File: src/rtl/cmdfr_pkg.sv
`timescale 1ns/1ps
// Shared constants for the serial command frame receiver.
// Assumes the line order below is used wherever the input vector is built.
package cmdfr_pkg;
    localparam int IX_SCLK   = 0;
    localparam int IX_SDATA  = 1;
    localparam int IX_LATCH  = 2;
    localparam int IX_OSC    = 3;
    localparam int N_LINES   = 4;

    localparam int CMD_EN_BIT    = 0;
    localparam int CMD_PULSE_BIT = 1;

    // Bytes of a frame that the block keeps: setting/command and length.
    localparam int HEAD_BYTES = 2;

    typedef enum logic {
        PH_SETUP = 1'b0,
        PH_RUN   = 1'b1
    } phase_e;
endpackage

File: src/rtl/cmdfr_sync.sv
`timescale 1ns/1ps
// Multi-line input synchronizer with edge detection.
// Each line passes STAGES registers; one more register holds the previous
// synchronized level so rising and falling edges come out as one-cycle strobes.
// Assumes STAGES >= 2.
module cmdfr_sync #(
    parameter int N_IN   = 4,
    parameter int STAGES = 2
) (
    input  logic            clk,
    input  logic            rst_n,
    input  logic [N_IN-1:0] raw,
    output logic [N_IN-1:0] lvl,
    output logic [N_IN-1:0] rise,
    output logic [N_IN-1:0] fall
);
    for (genvar g = 0; g < N_IN; g++) begin : g_line
        logic [STAGES-1:0] chain;
        logic              prev;

        // Shift the raw line through the chain and remember the last level.
        always_ff @(posedge clk) begin
            if (!rst_n) begin
                chain <= '0;
                prev  <= 1'b0;
            end else begin
                chain <= {chain[STAGES-2:0], raw[g]};
                prev  <= chain[STAGES-1];
            end
        end

        assign lvl[g]  = chain[STAGES-1];
        assign rise[g] = chain[STAGES-1] & ~prev;
        assign fall[g] = ~chain[STAGES-1] & prev;
    end
endmodule

File: src/rtl/cmdfr_deser.sv
`timescale 1ns/1ps
// Frame deserializer with running modulo-2^BW sum.
// Bits arrive LSB first; every BW bits form a byte added into the sum.
// Only the first HEAD bytes are kept. Bits past NBYTES*BW set an overrun flag.
// A clear strobe (the latch commit) restarts the frame and wins over a bit.
module cmdfr_deser #(
    parameter int NBYTES = 8,
    parameter int BW     = 8,
    parameter int HEAD   = 2
) (
    input  logic                     clk,
    input  logic                     rst_n,
    input  logic                     bit_stb,
    input  logic                     bit_val,
    input  logic                     clear,
    output logic [HEAD-1:0][BW-1:0]  head,
    output logic [BW-1:0]            sum,
    output logic                     len_ok
);
    localparam int BIT_W = $clog2(BW);
    localparam int IDX_W = $clog2(NBYTES) + 1;

    logic [BW-1:0]    shreg;
    logic [BIT_W-1:0] bitpos;
    logic [IDX_W-1:0] byteidx;
    logic             over;
    logic [BW-1:0]    new_byte;

    assign new_byte = {bit_val, shreg[BW-1:1]};
    assign len_ok   = (byteidx == IDX_W'(NBYTES)) && (bitpos == '0) && !over;

    // Collect bits into bytes, accumulate the sum, keep the head bytes.
    always_ff @(posedge clk) begin
        if (!rst_n || clear) begin
            shreg   <= '0;
            bitpos  <= '0;
            byteidx <= '0;
            over    <= 1'b0;
            sum     <= '0;
            head    <= '0;
        end else if (bit_stb) begin
            if (byteidx == IDX_W'(NBYTES)) begin
                over <= 1'b1;
            end else begin
                shreg <= new_byte;
                if (bitpos == BIT_W'(BW - 1)) begin
                    bitpos  <= '0;
                    byteidx <= byteidx + IDX_W'(1);
                    sum     <= sum + new_byte;
                    for (int k = 0; k < HEAD; k++) begin
                        if (byteidx == IDX_W'(k)) head[k] <= new_byte;
                    end
                end else begin
                    bitpos <= bitpos + BIT_W'(1);
                end
            end
        end
    end
endmodule

File: src/rtl/cmdfr_timer.sv
`timescale 1ns/1ps
// Level countdown timer paced by a tick strobe.
// On load the output takes lvl_start (or lvl_end at once when len is zero)
// and after len ticks it takes the end level captured at load.
// A load always overrides a tick in the same cycle.
module cmdfr_timer #(
    parameter int CW = 8
) (
    input  logic          clk,
    input  logic          rst_n,
    input  logic          tick,
    input  logic          load,
    input  logic [CW-1:0] len,
    input  logic          lvl_start,
    input  logic          lvl_end,
    output logic          lvl
);
    logic [CW-1:0] cnt;
    logic          run;
    logic          tgt;

    // Load a new wait or count down one tick toward the end level.
    always_ff @(posedge clk) begin
        if (!rst_n) begin
            cnt <= '0;
            run <= 1'b0;
            tgt <= 1'b0;
            lvl <= 1'b0;
        end else if (load) begin
            cnt <= len;
            tgt <= lvl_end;
            run <= (len != '0);
            lvl <= (len == '0) ? lvl_end : lvl_start;
        end else if (run && tick) begin
            cnt <= cnt - CW'(1);
            if (cnt == CW'(1)) begin
                lvl <= tgt;
                run <= 1'b0;
            end
        end
    end
endmodule

File: src/rtl/cmdfr_rx.sv
`timescale 1ns/1ps
// Serial command frame receiver, top level.
// Synchronizes the serial, latch and oscillator lines, deserializes frames,
// commits them on the latch rising edge, and drives a delayed enable level and
// a pulse gate through two countdown timers. The first good frame after reset
// programs the two wait lengths; later good frames are commands.
module cmdfr_rx #(
    parameter int FRAME_BYTES = 8,
    parameter int BYTE_W      = 8,
    parameter int SYNC_STAGES = 2
) (
    input  logic              clk,
    input  logic              rst_n,
    input  logic              sclk,
    input  logic              sdata,
    input  logic              latch,
    input  logic              osc,
    output logic              en_out,
    output logic              pulse_gate,
    output logic              pulse_ok,
    output logic [BYTE_W-1:0] csum_out
);
    import cmdfr_pkg::*;

    localparam int EN_CW = BYTE_W + 1;

    logic [N_LINES-1:0] raw_lines, lvl, rise, fall;
    logic sclk_rise, sdata_lvl, latch_rise, latch_fall, osc_rise;

    logic [HEAD_BYTES-1:0][BYTE_W-1:0] head;
    logic [BYTE_W-1:0] frame_sum;
    logic              len_ok, frame_good;

    phase_e            phase;
    logic [BYTE_W-1:0] wait_on, wait_off;
    logic              en_cmd;

    logic              cmd_commit, new_en, en_load, pulse_load;
    logic [EN_CW-1:0]  en_len;
    logic              unused_lines;

    assign raw_lines[IX_SCLK]  = sclk;
    assign raw_lines[IX_SDATA] = sdata;
    assign raw_lines[IX_LATCH] = latch;
    assign raw_lines[IX_OSC]   = osc;

    cmdfr_sync #(.N_IN(N_LINES), .STAGES(SYNC_STAGES)) u_sync (
        .clk  (clk),
        .rst_n(rst_n),
        .raw  (raw_lines),
        .lvl  (lvl),
        .rise (rise),
        .fall (fall)
    );

    assign sclk_rise  = rise[IX_SCLK];
    assign sdata_lvl  = lvl[IX_SDATA];
    assign latch_rise = rise[IX_LATCH];
    assign latch_fall = fall[IX_LATCH];
    assign osc_rise   = rise[IX_OSC];
    assign unused_lines = ^{lvl[IX_SCLK], lvl[IX_LATCH], lvl[IX_OSC],
                            rise[IX_SDATA], fall[IX_SCLK], fall[IX_SDATA],
                            fall[IX_OSC]};

    cmdfr_deser #(.NBYTES(FRAME_BYTES), .BW(BYTE_W), .HEAD(HEAD_BYTES)) u_deser (
        .clk    (clk),
        .rst_n  (rst_n),
        .bit_stb(sclk_rise),
        .bit_val(sdata_lvl),
        .clear  (latch_rise),
        .head   (head),
        .sum    (frame_sum),
        .len_ok (len_ok)
    );

    assign frame_good = len_ok && (frame_sum == '0);
    assign cmd_commit = latch_rise && frame_good && (phase == PH_RUN);
    assign new_en     = head[0][CMD_EN_BIT];
    assign en_load    = cmd_commit && (new_en != en_cmd);
    assign pulse_load = cmd_commit && head[0][CMD_PULSE_BIT];
    assign en_len     = new_en ? EN_CW'(wait_on)
                               : (EN_CW'(wait_on) + EN_CW'(wait_off));

    // Commit the frame: checksum status, setup capture, command and check flag.
    always_ff @(posedge clk) begin
        if (!rst_n) begin
            phase    <= PH_SETUP;
            wait_on  <= '0;
            wait_off <= '0;
            en_cmd   <= 1'b0;
            pulse_ok <= 1'b0;
            csum_out <= '0;
        end else if (latch_rise) begin
            csum_out <= frame_sum;
            if (frame_good && phase == PH_SETUP) begin
                wait_on  <= head[0];
                wait_off <= head[1];
                phase    <= PH_RUN;
                pulse_ok <= 1'b0;
            end else if (frame_good) begin
                en_cmd   <= new_en;
                pulse_ok <= head[0][CMD_PULSE_BIT];
            end else begin
                pulse_ok <= 1'b0;
            end
        end else if (latch_fall) begin
            pulse_ok <= 1'b0;
        end
    end

    cmdfr_timer #(.CW(EN_CW)) u_en_wait (
        .clk      (clk),
        .rst_n    (rst_n),
        .tick     (osc_rise),
        .load     (en_load),
        .len      (en_len),
        .lvl_start(en_out),
        .lvl_end  (new_en),
        .lvl      (en_out)
    );

    cmdfr_timer #(.CW(BYTE_W)) u_pulse (
        .clk      (clk),
        .rst_n    (rst_n),
        .tick     (osc_rise),
        .load     (pulse_load),
        .len      (head[1]),
        .lvl_start(1'b1),
        .lvl_end  (1'b0),
        .lvl      (pulse_gate)
    );
endmodule

File: config.mk
export PLATFORM = sky130hd
export DESIGN_NAME = cmdfr_rx
export DESIGN_NICKNAME = d
export VERILOG_FILES = /design/src/rtl/cmdfr_pkg.sv /design/src/rtl/cmdfr_sync.sv /design/src/rtl/cmdfr_deser.sv /design/src/rtl/cmdfr_timer.sv /design/src/rtl/cmdfr_rx.sv
export SDC_FILE = /design/constraint.sdc
export NUM_CORES = 1
export LEC_CHECK = 0
export ABC_AREA = 1
export BUFFER_PORTS_ARGS = -buffer_cell sky130_fd_sc_hd__clkbuf_2
export CAP_MARGIN = 20
export CORE_MARGIN = 5
export CORE_UTILIZATION = 50
export DETAILED_ROUTE_END_ITERATION = 10
export GPL_TIMING_DRIVEN = 0
export PLACE_DENSITY = 0.63
export SYNTH_ARGS = -nofsm -noshare
export SYNTH_HDL_FRONTEND = slang
export SYNTH_SLANG_ARGS = --single-unit
File: constraint.sdc
create_clock -name clk -period 2.5 [get_ports clk]
set_input_delay 0.625 -clock clk [delete_from_list [all_inputs] [get_ports clk]]
set_output_delay 0.625 -clock clk [all_outputs]
set_load 0.01 [all_outputs]
---- Word-level counts from Yosys, hierarchy flattened ----
Cells that the tools add are included.
cells by class
  mux-type cells .......................... 22
  reduce and logical (&&, ||, !) cells .... 35
  equal/unequal tests ..................... 7
  bitwise gates (word level) .............. 11
  add/sub/neg operators ................... 6
operators by type and width
  kind                                                                 number
  9-bit 2-to-1 mux                                                     3
  8-bit logical NOT                                                    2
  1-bit 2-to-1 mux                                                     16
  8-bit 2-to-1 mux                                                     2
  1-bit logical AND                                                    10
  2-bit AND reduction                                                  5
  2-bit nonzero test                                                   5
  8-bit by 8-bit adder with 9-bit output                               1
  9-bit by 1-bit == test with 1-bit output (second input constant)     1
  9-bit logical NOT                                                    1
  3-bit AND reduction                                                  3
  9-bit nonzero test                                                   1
  9-bit by 1-bit subtractor with 9-bit output (second input constant)  1
  8-bit adder                                                          1
  8-bit by 1-bit == test with 1-bit output (second input constant)     1
  4-bit AND reduction                                                  2
  8-bit nonzero test                                                   1
  8-bit by 1-bit subtractor with 8-bit output (second input constant)  1
  1-bit NOT                                                            7
  4-bit by 1-bit adder with 4-bit output (second input constant)       1
  1-bit AND                                                            4
  4-bit by 1-bit == test with 1-bit output (second input constant)     1
  4-bit == test (second input constant)                                1
  4-bit logical NOT                                                    1
  8 further kinds                                                      9
word-level totals
  output and inout bits ................... 11
  bits of input ports ..................... 6
  word-level logic and storage cells ...... 108
  register bits after elaboration ......... 100

---- Longest topological paths before layout ----
Gate-level depths: netlist (run 1).
  word-level depth ........................ 9
  mapped depth ............................ 15
  depth with buffers taken out ............ 15

---- Hierarchy ----
From an unflattened synthesis (run 1), not the netlist that was laid out.
second synthesis, totals
  cells, all modules ...................... 756
  area, all modules ....................... 5357.6 um^2
by module, submodules not included
  module                    cells each  sequential area each (um^2)  area an instance (um^2)  times used
  cmdfr_deser               226         780.7                        1838.0                   1
  cmdfr_rx                  248         540.5                        1575.3                   1
  cmdfr_timer at u_en_wait  115         240.2                        789.5                    1
  cmdfr_timer at u_pulse    110         220.2                        723.2                    1
  cmdfr_sync                57          240.2                        431.7                    1

---- Least setup slack after synthesis (run 1) ----
OpenSTA, ideal clock, no wires.
  kind .................................... reg-to-reg
  start point ............................. register wait_on[0]
  end point ............................... register u_en_wait.lvl
  setup time .............................. 113 ps
  setup slack ............................. 560 ps
  data arrival time ....................... 1828 ps
  required time ........................... 2387 ps
  cell stages (with the launch flop) ...... 13
  path buffers ............................ 0
  clock period less this slack ............ 1940 ps
  cell sequence ........................... dfxtp_1 -> ha_1 -> fa_1 -> o21ai_0 -> nand2_1 -> nor2_1 -> nand3_1 -> nor2_1 -> nand3_1 -> o21bai_1 -> nand2_1 -> nor2_1 -> nor2_1
on the way
  cells in the longest elaborated chain, start to end .. 5
RTL lines
  element                                                        line               text
  start: declaration                                             cmdfr_rx.sv:35     logic [BYTE_W-1:0] wait_on, wait_off;
  start signal: assignment                                       cmdfr_rx.sv:96     wait_on <= head[0];
  8-bit by 8-bit adder with 9-bit output                         cmdfr_rx.sv:82     : (EN_CW'(wait_on) + EN_CW'(wait_off));
  9-bit 2-to-1 mux (*)                                           cmdfr_rx.sv:81     assign en_len = new_en ? EN_CW'(wait_on)
  9-bit logical NOT (*)                                          cmdfr_timer.sv:33  lvl <= (len == '0) ? lvl_end : lvl_start;
  2-bit by 1-bit != test with 1-bit output (no source line) (*)  -
  3-bit AND reduction (no source line) (*)                       -
  end signal: assignment                                         cmdfr_timer.sv:33
  end signal: assignment                                         cmdfr_timer.sv:37  lvl <= tgt;
  end: declaration                                               cmdfr_timer.sv:16  output logic lvl
Mark *: on every way between the ends. The rest lies on a longest branch, timed or not.
A chain may end at the register's enable or synchronous reset.

---- Worst setup path in the final report (run 1) ----
Same ends and word-level chain as after synthesis.

==> results by group, run 1 <==
Finish
  • Final antenna diode count: 0
  • Area of the multi-input gates: 2410 um^2
  • Storage cell area: a little under 2000 um^2
  • Most frequent cells in the layout: dfxtp_1, inv_1, nand2_1
  • Final instance area: 5280 um^2
  • Commonest non-fill, non-tap cell in the layout: dfxtp_1
  • Layout Nets: about 710
  • Ratio of cells with drive above 1 in the final layout: between 8 and 9%
  • Area delta synth->final: 8.77%
  • Fillers: ~950

Timing
  • Worst slew pin tran: 0.616 ns
  • Worst rel slew slack: between 50% and 60%
  • Worst Clk Skew: 0.0170 ns
  • Setup TNS: 0 ns
  • Final Hold Viols: 0
  • Min Tclk post-route: 2.28 ns
  • Final setup violation count: 0
  • Tcrit/Tclk final: roughly nine tenths
  • Final max-slew violation count: 0
  • RSZ-0062 raised after global routing: false
  • Fmax: 439 MHz

Die
  • Top Ports: 17
  • Die height: 108 um
  • Row count: 36
  • Core region area: 9590 um^2
  • Die ar.: roughly 12000 um^2
  • Die Wd: 108 um
  • Initial core utilization: 50.6%

Global routing
  • Pin count of the biggest net entering global routing: 17
  • GR Util All Layers: 20.4%
  • Vias in the first global route: a little over 4000
  • First-pass GRT wire length: 18.9 mm
  • Initial antenna violation count: 0
  • Gr ovfl total: 0

CTS
  • TritonCTS clock tree: done
  • CTS clk-pin slew, worst paths: 0.09 ns
  • Post-CTS Setup Bufs: 0
  • CTS Buf Count: 9
  • Htree depth: 3
  • Clk buf depth: 2
  • Clock Tree Root: clkbuf_8
  • CTS Sinks: 98
  • Clock Latency Late Sink: 0.37 ns

Worst setup path
  • Worst-path cell chain: ha_1 > fa_1 > o21ai_1 > nand2_1 > nor2_1 > nand3_1 > nor2_1 > nand3_1 > o21bai_1 > nand2_1 > nand2_1 > nand2_1 > nor2_1
  • CP max-delay cell: fa_1
  • CP delay by family, top: simple AND/OR/NAND/NOR gates
  • Kind of end point of the critical path: register
  • CP Max Fanout: 3
  • Critical Path Source Type: register
  • Data required, critical path: 2.80 ns
  • CP dominant cell by count: nand2_1
  • Crit path buf inv count: 0
  • Crit path kind: reg -> reg
  • CP arrival: between 2 and 3 ns
  • Worst path max stage delay: 0.45 ns

Logic synthesis
  • Avg Cell Area, Syn: around 7.5 um^2
  • Post-synthesis cell area: 4850 um^2
  • Distinct cell type count after synthesis: 41
  • Yosys warns: 0
  • Yosys reg bits: 98
  • Leading post-synthesis cells by cell area: dfxtp_1, inv_1, a21oi_1, o21ai_0, ha_1
  • Post-synth top area share: 40.4%
  • Seq/Total Area, Yosys: 40.4%
  • Post-synth EDFFs: 0
  • Post-Synthesis Cells: 651
  • Post-Synthesis Net Count: 685
  • Async S/R FF share, synth: 0%
  • Main synth FF type: dfxtp_1
  • Top cell type by total area after synthesis: dfxtp_1

Place
  • Gpl congestion: 0.934
  • DP HPWL: 8.59 mm
  • Placed cell area: about 5100 um^2
  • # port buffers: 16

Routing
  • Drt initial violations: ~300
  • Avg WL per Cell: 13.7 um
  • Detail Route Antenna Nets: 0
  • Via-to-Cell Ratio: about 5.2
  • Via Count: approximately 4200
  • DR DRC count: 0
  • Routed wire length: about 11 mm
  • Drt pass-1 iters: 6

Power and ir drop
  • Worst IR Drop VDD: 0.524 mV
  • Leak Pwr: 2.41 nW
  • Post-route total power: 2.65 mW
  • Power per cell area: 503 nW/um^2

Flow run
  • Max cap viols: 0

Outcome
  • Outcome: completed

Worst hold path
  • HP Class: reg -> reg
-- power breakdown --
part           internal, mW  total [mW]  switching (mW)
sequential             1.58        1.59          0.0137
combinational        0.0348       0.109          0.0745
clock                 0.393       0.949           0.556
-- cells by family after synthesis --
| kind of cell | synth area share, % |
|---|---|
| and+or+nand+nor | 20.9 |
| AOI/OAI and AO/OA | 18.2 |
| adders and majority gates | 7.53 |
| xor gates and xnor gates | 3.07 |
| buffers and inverters | 9.88 |
| DFF | 40.4 |
-- worst paths after layout --
kind	end	slack (ns)	cells after the start	start
setup / recovery	u_en_wait.lvl$_SDFFE_PN0P_	0.22	13	wait_on[0]$_SDFFE_PN0P_
hold reg to reg	u_sync.g_line[2].chain[1]$_SDFF_PN0_	0.42	2	u_sync.g_line[2].chain[0]$_SDFF_PN0_
hold / removal	u_sync.g_line[2].chain[1]$_SDFF_PN0_	0.42	2	u_sync.g_line[2].chain[0]$_SDFF_PN0_
setup reg to reg	u_en_wait.lvl$_SDFFE_PN0P_	0.22	13	wait_on[0]$_SDFFE_PN0P_
-- sequential cells by signal, indices dropped and copies added (netlist names), 3 cells and up --
register             flops
u_pulse.cnt              8
u_deser.head            16
u_sync.g_line.chain      8
u_deser.sum              8
u_deser.byteidx          4
csum_out                 8
u_deser.shreg            7
u_en_wait.cnt            9
wait_off                 8
wait_on                  8
u_sync.g_line.prev       3
u_deser.bitpos           3
-- worst register-to-register path, cell delays in order (launching register included) --
cell and delay [ns]:
dfxtp_1 0.37, ha_1 0.23, fa_1 0.45, o21ai_1 0.25, nand2_1 0.09, nor2_1 0.11, nand3_1 0.09, nor2_1 0.09
nand3_1 0.08, o21bai_1 0.15, nand2_1 0.11, nand2_1 0.07, nand2_1 0.04, nor2_1 0.09
-- metal layers --
layer / vias to the layer above / part of all wire [%] / track usage, %
li1: 2198 / - / -
met1: 1933 / 47 / 25.4
met2: 74 / 47 / 35.0
met3: 17 / 4.0 / 4.66
met4: 0 / 2.2 / 6.49
met5: - / 0 / 0
-- synthesized netlist by cell type, drive strengths merged (2+ instances only) --
cell type,instances
a211oi,6
a21oi,72
a31oi,3
buf,7
clkbuf,13
dfxtp,98
fa,2
ha,26
inv,101
nand2,85
nand3,36
nand4,13
nor2,70
nor3,8
nor4,4
o211ai,5
o21ai,72
o22ai,2
o31ai,2
xnor2,10
xor2,7
-- cell type report --
class | instances | share of cell area [%]
Clock inverter | 5 | 0.711
Inverter | 102 | 7.26
Tap cell | 133 | 3.15
Clock buffer | 11 | 2.68
Buffer | 20 | 1.83
Timing Repair Buffer | 16 | 1.52
Multi-Input combinational cell | 431 | 45.7
Sequential cell | 98 | 37.2
-- per-stage QoR --
step | utilization [%] | setup slack (ns) | hold slack (ns) | cells
6_report | 55.0 | 0.223 | 0.418 | 816
5_1_grt | 55.0 | 0.0284 | 0.420 | 816
3_5_place_dp | 53.1 | 0.170 | 0.400 | 800
2_1_floorplan | - | 0.560 | 0.390 | 651
4_1_cts | 55.0 | 0.142 | 0.420 | 816
3_3_place_gp | 53.1 | 0.184 | 0.394 | 800
-- timing repair --
| item | 4_1_cts | 5_1_grt |
|---|---|---|
| resized for setup | 0 | 1 |
| setup endpoints to repair | 0 | 2 |
| hold buffers | 0 | 0 |
No activity file was read; power rests on OpenSTA's default activity.
==> inputs of run 2 (changes only) <==
SYNTH_HIERARCHICAL = 1   (was unset)
TNS_END_PERCENT = 1   (was unset)
==> results by group, run 2 <==
Outcome
  • Outcome: completed

Die
  • Core region area: slightly above 10000 um^2
  • Die height: 113 um
  • Die ar.: 12700 um^2
  • Die Wd: 113 um
  • Initial core utilization: 51.1%
  • Row count: 37
  • Top Ports: 17

Worst setup path
  • Critical Path Source Type: register
  • Data required, critical path: 2.80 ns
  • CP Max Fanout: 10
  • Worst path max stage delay: 0.33 ns
  • CP delay by family, top: simple AND/OR/NAND/NOR gates
  • Crit path buf inv count: 5
  • Crit path kind: reg -> reg
  • Kind of end point of the critical path: register
  • Worst-path cell chain: inv_1 > ha_4 > nand3_4 > nor4_4 > nand2_1 > nor2_4 > nand3_2 > a21oi_2 > buf_6 > inv_2 > buf_6 > o22ai_1 > inv_2 > a21oi_2
  • CP max-delay cell: dfxtp_1
  • CP arrival: 2.61 ns

Place
  • Placed cell area: approximately 5500 um^2
  • # port buffers: 16
  • Gpl congestion: 0.819
  • Place WS: -0.310 ns
  • DP HPWL: 8.96 mm

Finish
  • Top flop regs: u_deser/head (16), u_en_wait/cnt (9)
  • Final antenna diode count: 0
  • Max reg flops: 16
  • Commonest non-fill, non-tap cell in the layout: nand2_1
  • Most frequent cells in the layout: nand2_1, inv_1, dfxtp_1
  • Area of the multi-input gates: approximately 2700 um^2
  • Most flops, register: u_deser/head
  • Final instance area: 5740 um^2
  • Area delta synth->final: 8.80%
  • Storage cell area: approximately 2000 um^2
  • Final Util: a little under three fifths
  • Layout Nets: ~800
  • Ratio of cells with drive above 1 in the final layout: between 10% and 20%
  • Fillers: 1026

CTS
  • CTS Sinks: 100
  • Clk buf depth: 2
  • Clock Tree Root: clkbuf_8
  • TritonCTS clock tree: done
  • CTS Buf Count: 9
  • CTS clk-pin slew, worst paths: 0.09 ns
  • Htree depth: 3
  • Hold-fix buffers at CTS: 0
  • Clock Latency Late Sink: approximately 0.36 ns

Power and ir drop
  • Internal power: 2.04 mW
  • Post-route total power: 2.65 mW
  • Worst IR Drop VDD: 0.273 mV
  • Leak Pwr: 2.78 nW
  • Sw frac: 23.0%
  • Power per cell area: roughly 460 nW/um^2
  • Seq pwr share: 61.2%
  • Combinational power share: 4.4%
  • Clk pwr share: 34.4%
  • Net Switching: between 600 and 700 uW

Logic synthesis
  • Post-Synthesis Cells: 742
  • Yosys warns: 6
  • Avg Cell Area, Syn: 7.11 um^2
  • Post-synthesis cell area: 5280 um^2

Routing
  • Drt pass-1 iters: 4
  • Via-to-Cell Ratio: 4.99
  • Via Count: between 4000 and 5000
  • Drt initial violations: about 320
  • Routed wire length: 11.7 mm
  • Detail Route Antenna Nets: 0
  • Avg WL per Cell: 12.8 um
  • DR DRC count: 0

Global routing
  • Initial antenna violation count: 0
  • Gr ovfl total: 0
  • Vias in the first global route: 4282
  • First-pass GRT wire length: 20.2 mm
  • GR Util All Layers: around 19%
  • Pin count of the biggest net entering global routing: 17

Flow run
  • Max cap viols: 0

Timing
  • Fmax: around 430 MHz
  • Setup slack after layout: around 0.19 ns
  • Final Hold Viols: 0
  • RSZ-0062 raised after global routing: false
  • Tcrit/Tclk final: 92.5%
  • Final setup violation count: 0
  • Worst Clk Skew: 0.00745 ns
  • Min Tclk post-route: 2.31 ns
  • Final max-slew violation count: 0

Worst hold path
  • HP Class: reg -> reg
-- run 2: cell count changes in the layout (fill, tap and decap cells not counted), moves of 6 or more --
cell and delta:
xnor2_1 -9, o21ai_1 +10, nor3_1 -6, nand3_1 +8, a21oi_1 -16, o21ai_0 -25, nand2_1 +75, buf_6 +7
inv_2 +14, inv_1 +6, nor2_1 +15, nand4_1 -6
-- run 2: final timing paths --
check | startpoint | end | slack (ns) | cells after the start
max | u_deser/byteidx[1]$_SDFFE_PP0P_ | u_en_wait/cnt[8]$_SDFFE_PN0P_ | 0.19 | 14
min | u_sync/g_line[3].chain[0]$_SDFF_PN0_ | u_sync/g_line[3].chain[1]$_SDFF_PN0_ | 0.42 | 2
max reg2reg | u_deser/byteidx[1]$_SDFFE_PP0P_ | u_en_wait/cnt[8]$_SDFFE_PN0P_ | 0.19 | 14
min reg2reg | u_sync/g_line[3].chain[0]$_SDFF_PN0_ | u_sync/g_line[3].chain[1]$_SDFF_PN0_ | 0.42 | 2
-- run 2: power by group through the flow --
stage / Clock, mW / Combinational [mW] / Sequential, mW
final: 0.914 / 0.117 / 1.62
after global routing: 1.01 / 0.133 / 1.63
after CTS: 0.949 / 0.117 / 1.62
after detailed placement: 0 / 0.116 / 1.66
after global placement: 0 / 0.114 / 1.66
after floorplan: 0 / 0.0747 / 1.66
-- run 2: per-stage QoR --
step,setup TNS [ns],hold WS (ns),std cells
floorplan,0,0.390,743
global placement,-2.86,0.394,895
detailed placement,-2.98,0.400,895
CTS,0,0.420,911
global route,0,0.427,912
finish,0,0.417,912
-- run 2: tightest hold or removal path: cells and delay by family (launching register included) --
kind / cells / cell delay [ns]
flops: 1 / 0.30
simple gates: 1 / 0.05
buf+inv: 1 / 0.03
-- run 2: timing repair --
item / 4_1_cts / 5_1_grt
endpoints found under the setup margin: 22 / 10
resized for setup: 5 / 3
buffers inserted: 0 / 1
pin swaps: 0 / 1
-- run 2: area by class of cell --
class | count | share of cell area (%)
inverters | 121 | 7.91
repair buffers | 17 | 1.53
well taps | 136 | 2.96
clock buffers | 15 | 2.72
flip-flops and latches | 100 | 34.9
clock inverters | 1 | 0.131
plain buffers | 22 | 2.79
multi-input cells | 500 | 47.1
-- run 2: per-layer routing --
layer,track usage (%),wire (um)
met4,6.09,97
met3,2.03,317
met1,25.3,5590
met5,0,0
met2,33.1,5700
==> inputs of run 3 (changes only) <==
PLACE_DENSITY = 0.66   (was 0.63)
TNS_END_PERCENT = 20   (was 1)
clock period = 1.92 ns   (was 2.5 ns; I/O delays follow)
==> results by group, run 3 (synthesis gave the netlist of run 2 again) <==
Finish
  • Commonest non-fill, non-tap cell in the layout: nand2_1
  • Max reg flops: 16
  • Layout Nets: 823
  • Area of the multi-input gates: 2900 um^2
  • Final Util: 59.7%
  • Area delta synth->final: 16.8%
  • Fillers: 960
  • Final antenna diode count: 0
  • Most flops, register: u_deser/head
  • Ratio of cells with drive above 1 in the final layout: 22.4%
  • Top flop regs: u_deser/head (16), u_en_wait/cnt (9)
  • Most frequent cells in the layout: nand2_1, inv_1, dfxtp_1
  • Non-Filler Instances: 931
  • Storage cell area: 2020 um^2

Power and ir drop
  • Internal power: approximately 2.8 mW
  • Leak Pwr: 2.93 nW
  • Clk pwr share: 37.5%
  • Power per cell area: 592 nW/um^2
  • Sw frac: 22.6%
  • Combinational power share: 4.6%
  • Net Switching: 826 uW
  • Seq pwr share: a little under 60%
  • Worst IR Drop VDD: 0.396 mV

Die
  • Die Wd: 113 um
  • Top Ports: 17
  • Die ar.: approximately 13000 um^2
  • Core region area: 10300 um^2
  • Initial core utilization: 51.1%
  • Die height: 113 um
  • Row count: 37

Timing
  • Final max-slew violation count: 0
  • Fmax: 489 MHz
  • Final setup violation count: 21
  • Tcrit/Tclk final: 107%
  • Final Hold Viols: 0
  • RSZ-0062 raised after global routing: true
  • Setup slack after layout: -0.126 ns
  • Min Tclk post-route: 2.05 ns
  • Worst Clk Skew: between 0.007 and 0.008 ns

Global routing
  • Pin count of the biggest net entering global routing: 17
  • First-pass GRT wire length: between 20 and 25 mm
  • Initial antenna violation count: 0
  • GR Util All Layers: between 20% and 30%
  • Gr ovfl total: 0
  • Vias in the first global route: between 4000 and 5000

Worst setup path
  • Data required, critical path: 2.17 ns
  • CP arrival: 2.30 ns
  • Kind of end point of the critical path: register
  • CP Max Fanout: 4
  • Critical Path Source Type: register
  • Crit path kind: reg -> reg

Outcome
  • Failing checks: setup timing
  • Outcome: finished with violations

Worst hold path
  • HP Class: in -> reg

Routing
  • DR DRC count: 0
  • Routed wire length: 12.8 mm
  • Drt pass-1 iters: 5
  • Detail Route Antenna Nets: 0
  • Avg WL per Cell: 13.7 um
  • Via Count: 4820
  • Via-to-Cell Ratio: 5.18
  • Drt initial violations: between 300 and 400

CTS
  • Clock Latency Late Sink: between 0.3 and 0.4 ns
  • CTS Sinks: 100
  • Clk buf depth: 2
  • CTS clk-pin slew, worst paths: 0.09 ns
  • Clock Tree Root: clkbuf_8
  • TritonCTS clock tree: done
  • CTS Buf Count: 9
  • Htree depth: 3

Place
  • DP Cell Count: between 800 and 900
  • # port buffers: 16
  • DP HPWL: between 9 and 10 mm
  • Gpl congestion: 0.855

Flow run
  • Max cap viols: 0
## run 3: changes by cell type in the layout (fill, tap and decap cells not counted), moves of 6 or more
cell and delta:
buf_4 +17, dfxtp_1 -9, dfxtp_2 +8, nand3_1 -8, inv_1 -7, nand3_2 +7, o21ai_0 -7, a21oi_1 -6
clkbuf_1 -6
## run 3: metal layers
metal	up-vias	GRT usage (%)	routed length [um]
met5	-	0	0
li1	2453	-	-
met2	110	35.0	6130
met3	32	2.51	425
met1	2225	26.0	5810
met4	0	9.62	398
## run 3: power groups by stage
| stage | Sequential [mW] | Combinational (mW) | Clock (mW) |
|---|---|---|---|
| 3_5_place_dp | 2.16 | 0.151 | 0 |
| 3_3_place_gp | 2.16 | 0.149 | 0 |
| 4_1_cts | 2.11 | 0.161 | 1.42 |
| 2_1_floorplan | 2.16 | 0.0974 | 0 |
| 5_1_grt | 2.12 | 0.188 | 1.51 |
| 6_report | 2.11 | 0.167 | 1.37 |
## run 3: repair_timing
action,CTS,global route
resized for setup,46,32
cloned,2,0
buffers inserted,14,4
endpoints found under the setup margin,41,35
hold buffers,0,0
pin swaps,11,17
## run 3: worst paths after layout
check / startpoint / to / slack [ns] / cells after the start
hold reg to reg: u_sync/g_line[1].chain[0]$_SDFF_PN0_ / u_sync/g_line[1].chain[1]$_SDFF_PN0_ / 0.42 / 2
hold / removal: osc / u_sync/g_line[3].chain[0]$_SDFF_PN0_ / 0.30 / 3
setup / recovery: wait_off[0]$_SDFFE_PN0P_ / u_en_wait/lvl$_SDFFE_PN0P_ / -0.13 / 15
setup reg to reg: wait_off[0]$_SDFFE_PN0P_ / u_en_wait/lvl$_SDFFE_PN0P_ / -0.13 / 15
## run 3: area by class of cell
class	count	share of cell area, %
buffer	22	2.90
multi-input combinational	500	47.0
clock inverter	4	0.771
inverter	121	7.49
timing repair buffer	36	3.86
clock buffer	12	2.52
sequential	100	32.7
tap	136	2.76
## run 3: through the flow
| step | cell area (um^2) | total power [mW] | setup TNS [ns] | setup WS [ns] | hold slack (ns) |
|---|---|---|---|---|---|
| after floorplan | 5320 | 2.26 | -0.220 | -0.0518 | 0.390 |
| after global placement | 5570 | 2.31 | -19.32 | -0.687 | 0.396 |
| after detailed placement | 5570 | 2.31 | -17.24 | -0.678 | 0.396 |
| after CTS | 6020 | 3.70 | -2.70 | -0.168 | 0.279 |
| after global routing | 6170 | 3.81 | -4.22 | -0.260 | 0.286 |
| final | 6170 | 3.65 | -1.60 | -0.126 | 0.300 |
## run 3: worst max-delay path, stage by stage (launching register included)
cell and delay (ns):
dfxtp_2 0.37, ha_4 0.14, inv_2 0.04, fa_2 0.34, inv_2 0.10, nand3_2 0.09, nand3_2 0.08, nand2_2 0.06
nand3_2 0.07, nand2_2 0.07, nor2_2 0.12, nand3_2 0.12, o21bai_4 0.15, nand2_1 0.08, nand2_1 0.08, a21oi_2 0.05
